**src/rtl/i2c_ee_pkg.sv**
```systemverilog
package i2c_ee_pkg;

  // Controller phases; *_ACK phases cover the tail of bit 8 and the ninth clock
  typedef enum logic [3:0] {
    ST_IDLE,
    ST_DEV,
    ST_DEV_ACK,
    ST_WADR,
    ST_WADR_ACK,
    ST_WDAT,
    ST_WDAT_ACK,
    ST_TX,
    ST_TX_ACK
  } ee_state_e;

  // Bus events seen after synchronisation
  typedef struct packed {
    logic scl;
    logic sda;
    logic scl_rise;
    logic scl_fall;
    logic start;
    logic stop;
  } bus_ev_t;

endpackage

```
**src/rtl/i2c_ee_linesync.sv**
```systemverilog
module i2c_ee_linesync
  import i2c_ee_pkg::*;
#(
  parameter int STAGES = 2
) (
  input  logic    clk,
  input  logic    rst_n,
  input  logic    scl_i,
  input  logic    sda_i,
  output bus_ev_t ev_o
);

  logic [STAGES-1:0] scl_pipe;
  logic [STAGES-1:0] sda_pipe;
  logic              scl_q;
  logic              sda_q;
  logic              scl_s;
  logic              sda_s;

  assign scl_s = scl_pipe[STAGES-1];
  assign sda_s = sda_pipe[STAGES-1];

  // Idle bus level is high, so the chain resets to ones
  always_ff @(posedge clk or negedge rst_n) begin
    if (!rst_n) begin
      scl_pipe <= '1;
      sda_pipe <= '1;
      scl_q    <= 1'b1;
      sda_q    <= 1'b1;
    end else begin
      scl_pipe[0] <= scl_i;
      sda_pipe[0] <= sda_i;
      for (int i = 1; i < STAGES; i++) begin
        scl_pipe[i] <= scl_pipe[i-1];
        sda_pipe[i] <= sda_pipe[i-1];
      end
      scl_q <= scl_s;
      sda_q <= sda_s;
    end
  end

  always_comb begin
    ev_o.scl      = scl_s;
    ev_o.sda      = sda_s;
    ev_o.scl_rise = scl_s & ~scl_q;
    ev_o.scl_fall = ~scl_s & scl_q;
    ev_o.start    = scl_s & scl_q & sda_q & ~sda_s;
    ev_o.stop     = scl_s & scl_q & ~sda_q & sda_s;
  end

endmodule

```
**src/rtl/i2c_ee_array.sv**
```systemverilog
module i2c_ee_array #(
  parameter int DEPTH = 256,
  parameter int AW    = 8
) (
  input  logic          clk,
  input  logic          we_i,
  input  logic [AW-1:0] waddr_i,
  input  logic [7:0]    wdata_i,
  input  logic [AW-1:0] raddr_i,
  output logic [7:0]    rdata_o
);

  logic [7:0] mem [DEPTH];

  // Storage without reset: contents are undefined until written
  always_ff @(posedge clk) begin
    if (we_i) begin
      mem[waddr_i] <= wdata_i;
    end
  end

  assign rdata_o = mem[raddr_i];

endmodule

```
**src/rtl/i2c_ee_ctrl.sv**
```systemverilog
module i2c_ee_ctrl
  import i2c_ee_pkg::*;
#(
  parameter int         AW         = 8,
  parameter int         PW         = 3,
  parameter logic [3:0] DEV_PREFIX = 4'b1010
) (
  input  logic          clk,
  input  logic          rst_n,
  input  bus_ev_t       ev_i,
  input  logic [2:0]    strap_i,
  input  logic          wp_i,
  input  logic [7:0]    rdata_i,
  output logic [AW-1:0] ptr_o,
  output logic          we_o,
  output logic [AW-1:0] waddr_o,
  output logic [7:0]    wdata_o,
  output logic          sda_oe_o
);

  ee_state_e     state_q, state_d;
  logic [2:0]    cnt_q, cnt_d;
  logic [7:0]    shreg_q, shreg_d;
  logic [7:0]    txreg_q, txreg_d;
  logic [AW-1:0] ptr_q, ptr_d;
  logic          ack_q, ack_d;
  logic          slot_q, slot_d;
  logic          rw_q, rw_d;
  logic          mack_q, mack_d;
  logic          oe_q, oe_d;
  logic [7:0]    rx_byte;
  logic          in_ack;

  assign rx_byte = {shreg_q[6:0], ev_i.sda};
  assign ptr_o   = ptr_q;
  assign sda_oe_o = oe_q;

  // Next-state process
  always_comb begin
    state_d = state_q;
    cnt_d   = cnt_q;
    shreg_d = shreg_q;
    txreg_d = txreg_q;
    ptr_d   = ptr_q;
    ack_d   = ack_q;
    slot_d  = slot_q;
    rw_d    = rw_q;
    mack_d  = mack_q;
    we_o    = 1'b0;
    waddr_o = ptr_q;
    wdata_o = rx_byte;

    if (ev_i.stop) begin
      state_d = ST_IDLE;
      slot_d  = 1'b0;
    end else if (ev_i.start) begin
      state_d = ST_DEV;
      cnt_d   = 3'd0;
      slot_d  = 1'b0;
    end else begin
      unique case (state_q)
        ST_IDLE: ;
        ST_DEV, ST_WADR, ST_WDAT: begin
          if (ev_i.scl_rise) begin
            shreg_d = rx_byte;
            cnt_d   = cnt_q + 3'd1;
            if (cnt_q == 3'd7) begin
              ack_d = 1'b1;
              if (state_q == ST_DEV) begin
                if (rx_byte[7:1] == {DEV_PREFIX, strap_i}) begin
                  state_d = ST_DEV_ACK;
                  rw_d    = rx_byte[0];
                end else begin
                  state_d = ST_IDLE;
                end
              end else if (state_q == ST_WADR) begin
                ptr_d   = rx_byte[AW-1:0];
                state_d = ST_WADR_ACK;
              end else begin
                state_d = ST_WDAT_ACK;
                if (!wp_i) begin
                  we_o  = 1'b1;
                  ptr_d = {ptr_q[AW-1:PW], PW'(ptr_q[PW-1:0] + PW'(1))};
                end else begin
                  ack_d = 1'b0;
                end
              end
            end
          end
        end
        ST_DEV_ACK, ST_WADR_ACK, ST_WDAT_ACK: begin
          if (ev_i.scl_fall) begin
            if (!slot_q) begin
              slot_d = 1'b1;
            end else begin
              slot_d = 1'b0;
              cnt_d  = 3'd0;
              if (state_q == ST_DEV_ACK) begin
                if (rw_q) begin
                  state_d = ST_TX;
                  txreg_d = rdata_i;
                end else begin
                  state_d = ST_WADR;
                end
              end else if (state_q == ST_WADR_ACK) begin
                state_d = ST_WDAT;
              end else begin
                state_d = ack_q ? ST_WDAT : ST_IDLE;
              end
            end
          end
        end
        ST_TX: begin
          if (ev_i.scl_fall) begin
            txreg_d = {txreg_q[6:0], 1'b1};
            cnt_d   = cnt_q + 3'd1;
            if (cnt_q == 3'd7) begin
              state_d = ST_TX_ACK;
              ptr_d   = ptr_q + AW'(1);
            end
          end
        end
        ST_TX_ACK: begin
          if (ev_i.scl_rise) begin
            mack_d = ~ev_i.sda;
          end
          if (ev_i.scl_fall) begin
            cnt_d = 3'd0;
            if (mack_q) begin
              state_d = ST_TX;
              txreg_d = rdata_i;
            end else begin
              state_d = ST_IDLE;
            end
          end
        end
        default: state_d = ST_IDLE;
      endcase
    end

    in_ack = (state_d == ST_DEV_ACK) || (state_d == ST_WADR_ACK) ||
             (state_d == ST_WDAT_ACK);
    oe_d = (in_ack && slot_d && ack_d) || ((state_d == ST_TX) && !txreg_d[7]);
  end

  // Register process
  always_ff @(posedge clk or negedge rst_n) begin
    if (!rst_n) begin
      state_q <= ST_IDLE;
      cnt_q   <= 3'd0;
      shreg_q <= 8'h00;
      txreg_q <= 8'hFF;
      ptr_q   <= '0;
      ack_q   <= 1'b0;
      slot_q  <= 1'b0;
      rw_q    <= 1'b0;
      mack_q  <= 1'b0;
      oe_q    <= 1'b0;
    end else begin
      state_q <= state_d;
      cnt_q   <= cnt_d;
      shreg_q <= shreg_d;
      txreg_q <= txreg_d;
      ptr_q   <= ptr_d;
      ack_q   <= ack_d;
      slot_q  <= slot_d;
      rw_q    <= rw_d;
      mack_q  <= mack_d;
      oe_q    <= oe_d;
    end
  end

  // SDA drive may only change while the synchronised clock is low
  assert_oe_scl_low_R3: assert property (@(posedge clk) disable iff (!rst_n)
    (oe_q != $past(oe_q)) |-> !ev_i.scl);

  // A STOP always leaves the block idle and silent
  assert_stop_idle_R2: assert property (@(posedge clk) disable iff (!rst_n)
    ev_i.stop |=> (state_q == ST_IDLE) && !oe_q);

  // Burst writes never leave the current page
  assert_page_stay_R5: assert property (@(posedge clk) disable iff (!rst_n)
    we_o |=> (ptr_q[AW-1:PW] == $past(ptr_q[AW-1:PW])));

  // No store happens while protected
  assert_wp_blocks_R6: assert property (@(posedge clk) disable iff (!rst_n)
    we_o |-> !wp_i);

  // The master owns SDA during its acknowledge slot
  assert_tx_ack_release_R9: assert property (@(posedge clk) disable iff (!rst_n)
    (state_q == ST_TX_ACK) |-> !oe_q);

endmodule

```
**src/rtl/i2c_ee_target.sv**
```systemverilog
module i2c_ee_target #(
  parameter int         MEM_BYTES   = 256,
  parameter int         PAGE_BYTES  = 8,
  parameter int         SYNC_STAGES = 2,
  parameter logic [3:0] DEV_PREFIX  = 4'b1010
) (
  input  logic       clk,
  input  logic       rst_n,
  input  logic       scl_i,
  input  logic       sda_i,
  input  logic [2:0] strap_i,
  input  logic       wp_i,
  output logic       sda_oe_o
);

  import i2c_ee_pkg::*;

  // One word-address byte, so MEM_BYTES must not exceed 256
  localparam int AW = $clog2(MEM_BYTES);
  localparam int PW = $clog2(PAGE_BYTES);

  bus_ev_t       ev;
  logic          we;
  logic [AW-1:0] waddr;
  logic [7:0]    wdata;
  logic [AW-1:0] ptr;
  logic [7:0]    rdata;

  i2c_ee_linesync #(
    .STAGES (SYNC_STAGES)
  ) u_sync (
    .clk   (clk),
    .rst_n (rst_n),
    .scl_i (scl_i),
    .sda_i (sda_i),
    .ev_o  (ev)
  );

  i2c_ee_ctrl #(
    .AW         (AW),
    .PW         (PW),
    .DEV_PREFIX (DEV_PREFIX)
  ) u_ctrl (
    .clk      (clk),
    .rst_n    (rst_n),
    .ev_i     (ev),
    .strap_i  (strap_i),
    .wp_i     (wp_i),
    .rdata_i  (rdata),
    .ptr_o    (ptr),
    .we_o     (we),
    .waddr_o  (waddr),
    .wdata_o  (wdata),
    .sda_oe_o (sda_oe_o)
  );

  i2c_ee_array #(
    .DEPTH (MEM_BYTES),
    .AW    (AW)
  ) u_array (
    .clk     (clk),
    .we_i    (we),
    .waddr_i (waddr),
    .wdata_i (wdata),
    .raddr_i (ptr),
    .rdata_o (rdata)
  );

endmodule

```
**config.mk**
```make
export PLATFORM = sky130hd
export DESIGN_NAME = i2c_ee_target
export DESIGN_NICKNAME = d
export VERILOG_FILES = /design/src/rtl/i2c_ee_pkg.sv /design/src/rtl/i2c_ee_linesync.sv /design/src/rtl/i2c_ee_array.sv /design/src/rtl/i2c_ee_ctrl.sv /design/src/rtl/i2c_ee_target.sv
export SDC_FILE = /design/constraint.sdc
export NUM_CORES = 2
export LEC_CHECK = 0
export ABC_AREA = 1
export BUFFER_PORTS_ARGS = -buffer_cell sky130_fd_sc_hd__buf_2
export CORE_MARGIN = 4
export CORE_UTILIZATION = 57
export DETAILED_ROUTE_END_ITERATION = 8
export PLACE_DENSITY = 0.75
export SETUP_SLACK_MARGIN = 0.4
export SLEW_MARGIN = 5
export SYNTH_ARGS = -nofsm -noshare
export SYNTH_HDL_FRONTEND = slang
export SYNTH_SLANG_ARGS = --single-unit
```
**constraint.sdc**
```tcl
create_clock -name clk -period 4.9 [get_ports clk]
set_input_delay 1.225 -clock clk [delete_from_list [all_inputs] [get_ports clk]]
set_output_delay 1.225 -clock clk [all_outputs]
set_load 0.03 [all_outputs]
```
==> impl_metrics.json <==
{
  "clk_pin_slew_ps": 60,
  "gp_congestion": 0.905,
  "period_share_pct": 81.3,
  "dp_slack_ps": 1070,
  "hold_viol_final": 0,
  "whs_endpoint": "u_sync.scl_pipe[1]",
  "hold_depth": 0,
  "grtUsageTotal_pct": 28.7,
  "hp-start": "u_sync.scl_pipe[0]",
  "portBuffers": 8,
  "finalClockSkew_ps": 30.7,
  "syn_area_um2": 84200,
  "synthToLayoutAreaGrowth_pct": 11.0,
  "die-area_um2": 154000,
  "p_sw_mw": 18.8,
  "synth_seq_cells": 2089,
  "p_seq_share_pct": 41.8,
  "antenna_found_initial": 5,
  "yosys-top-cells-area": "edfxtp_1 (73%), nor2_1 (6.1%), o21ai_0 (5.4%)",
  "fin_nets": 6958,
  "cts_buffer_depth": 3,
  "asyncSetResetFlopFracSynth_pct": 1.96,
  "min_period_ps": 3980,
  "reg2reg_slack_ps": 920,
  "routed_wl_um": 223000,
  "coreArea_um2": 146000,
  "drt_first_pass_iters": 7,
  "p_comb_share_pct": 29.3,
  "cts-root-buf": "clkbuf_16",
  "slew_headroom_pct": 26.3,
  "grt_pass1_vias": 53776,
  "drcViolationCount": 0,
  "die_y_um": 392,
  "wl_per_cell_um": 24.7,
  "cts_tree": "done",
  "switching_share_pct": 35.4,
  "synth_fp_nets": 6895,
  "via_per_inst": 6.25,
  "finalSetupViolations": 0,
  "pwr-share-clk_pct": 28.9,
  "r2r_start": "u_ctrl.ptr_o[1]",
  "synth-seq-area-share_pct": 74.2,
  "p_per_area_nw_per_um2": 568,
  "hpwl_um": 126000,
  "status": "complete, no violations",
  "cts_buffers": 197,
  "syn_inst": 6881,
  "path_cells": "buf_12 -> buf_4 -> nor2_1 -> o21ai_0 -> nand2_1 -> nand2_1 -> nand2_1 -> o21ai_0 -> nand2_1 -> nor2_1 -> nor2_1 -> nor2_1 -> nand2_1 -> nand2_1 -> nand2_1 -> nand2_1 -> nand3_1 -> nand2_1",
  "crit_slowest_cell": "dfrtp_4",
  "leakage_nw": 32.0,
  "cp-end-kind": "flip-flop",
  "startpoint_type": "flip-flop",
  "cp.arrival_ps": 4740,
  "drv_slew": 0,
  "required_ps": 5660,
  "fin_setup_tns_ps": 0,
  "grt_first_pass_wirelength_um": 333000,
  "die_w_um": 392,
  "maxCapViolCount": 0,
  "io_pins": 9,
  "timing.rr.end": "u_ctrl.sda_oe_o",
  "peakVddDrop_mv": 0.558,
  "overflow": 0,
  "post-synth-top-area-cell": "edfxtp_1",
  "p_int_mw": 34.3,
  "cts_max_level": 4,
  "synth-edff-count": 2048,
  "hold_path_class": "reg -> reg",
  "yosys_warnings": 0,
  "synthTopCellsByCount": "edfxtp_1 (2048), nor2_1 (1363), nand2_1 (1098)",
  "ctsHoldBuffers": 0,
  "cts.sink_count": 2089,
  "synthFlopType": "edfxtp_1",
  "yosysTopAreaCellShare_pct": 73.0,
  "synth.most_common_cell": "edfxtp_1",
  "critPathTopFamily": "simple AND/OR/NAND/NOR gates",
  "rsz0062_at_grt": "false",
  "worst_pin_slew_ps": 1110,
  "crit_type": "reg -> reg",
  "clk_latency_ps": 830,
  "totalPowerFinal_mw": 53.1,
  "postCtsSetupBuffers": 0,
  "crit_top_cell": "nand2_1",
  "critPathBufInv": 2,
  "vias": 56458,
  "drt-initial-drc-count": 8453,
  "cp_max_fo": 95,
  "reg2reg_depth": 18,
  "start_util_pct": 57.6,
  "ys_types": 45,
  "fmax_ghz": 0.251,
  "drive_above_1_share_pct": 9.09,
  "setup_slack_ps": 918,
  "ant_nets": 0,
  "cts_resized": 0,
  "row_count": 140,
  "syn_area_per_cell_um2": 12.2,
  "cp_slowest_stage_delay_ps": 840,
  "grt_max_degree": 195
}
-- power groups by stage --
stage | Clock (mW) | Sequential (mW) | Combinational (mW)
2_1_floorplan | 0 | 23.3 | 9.44
3_3_place_gp | 0 | 22.5 | 14.9
3_5_place_dp | 0 | 22.5 | 15.2
4_1_cts | 15.4 | 22.2 | 15.3
5_1_grt | 16.2 | 22.2 | 16.8
6_report | 15.3 | 22.2 | 15.6
-- metrics by stage --
stage               utilization, %  hold WS [ps]  instances  instance area [um^2]
CTS                           63.9           362       9031                 93500
floorplan                        -           345       6881                 84200
global placement              59.5           354       8662                 87000
finish                        63.9           364       9037                 93500
detailed placement            59.5           349       8662                 87000
global route                  63.9           366       9031                 93500
-- layer usage --
metal / GRT usage, % / wire length [um] / vias to the layer above
li1: - / - / 24762
met1: 39.5 / 83000 / 27304
met2: 44.7 / 104000 / 3775
met3: 5.62 / 25000 / 613
met4: 13.4 / 10900 / 4
met5: 0 / 27 / -
-- cell families after synthesis --
group           count (synthesis)  share of synthesized area (%)
fa+ha+maj                       6                         0.0891
flops                        2089                           74.2
buf+inv                       600                           3.55
mux                             1                         0.0134
compound gates               1550                           9.94
xor+xnor                        2                         0.0208
simple gates                 2633                           12.1
-- cell type report --
cell class | instances | area [um^2]
clock inverters | 126 | 1250
repair buffers | 301 | 2620
well taps | 1917 | 2400
diodes | 6 | 15.0
fillers | 10243 | 52800
inverters | 163 | 638
flip-flops and latches | 2089 | 62600
multi-input cells | 4192 | 18800
clock buffers | 243 | 5230
-- registers in the layout, summed over array words and instances (netlist names) --
name	flops
u_array.mem	2048
u_ctrl.ack_q	1
u_ctrl.cnt_q	3
u_ctrl.mack_q	1
u_ctrl.ptr_o	8
u_ctrl.rw_q	1
u_ctrl.sda_oe_o	1
u_ctrl.shreg_q	7
u_ctrl.slot_q	1
u_ctrl.state_q	4
u_ctrl.txreg_q	8
u_sync.scl_pipe	2
u_sync.scl_q	1
u_sync.sda_pipe	2
u_sync.sda_q	1
-- worst max path at each step --
stage,start,end,slack (ps),cells past startpoint
floorplan,u_ctrl.shreg_q[5],u_ctrl.sda_oe_o,400,9
global placement,u_ctrl.ptr_o[1],u_ctrl.sda_oe_o,1060,18
detailed placement,u_ctrl.ptr_o[1],u_ctrl.sda_oe_o,1070,18
CTS,u_sync.sda_pipe[1],u_array.mem[86][4],1060,10
global route,u_ctrl.ptr_o[1],u_ctrl.sda_oe_o,810,18
finish,u_ctrl.ptr_o[1],u_ctrl.sda_oe_o,920,18
-- layout by cell type (no fill, tap or decap), types with 10 or more instances in the layout --
cell	count
a22oi_1	11
a22o_1	14
o21ai_1	167
clkinv_2	35
buf_4	263
nand4_1	70
a21oi_1	37
inv_1	154
o21ai_0	911
dfstp_2	13
clkbuf_1	38
nand2_1	1090
bufinv_16	23
clkinv_1	48
nand3_1	72
nand2_2	12
clkbuf_16	201
buf_12	30
edfxtp_1	2048
nor2_1	1359
dfrtp_1	18
nor3_1	12
o22ai_1	396
inv_6	10
(Power assumes the default switching activity.)
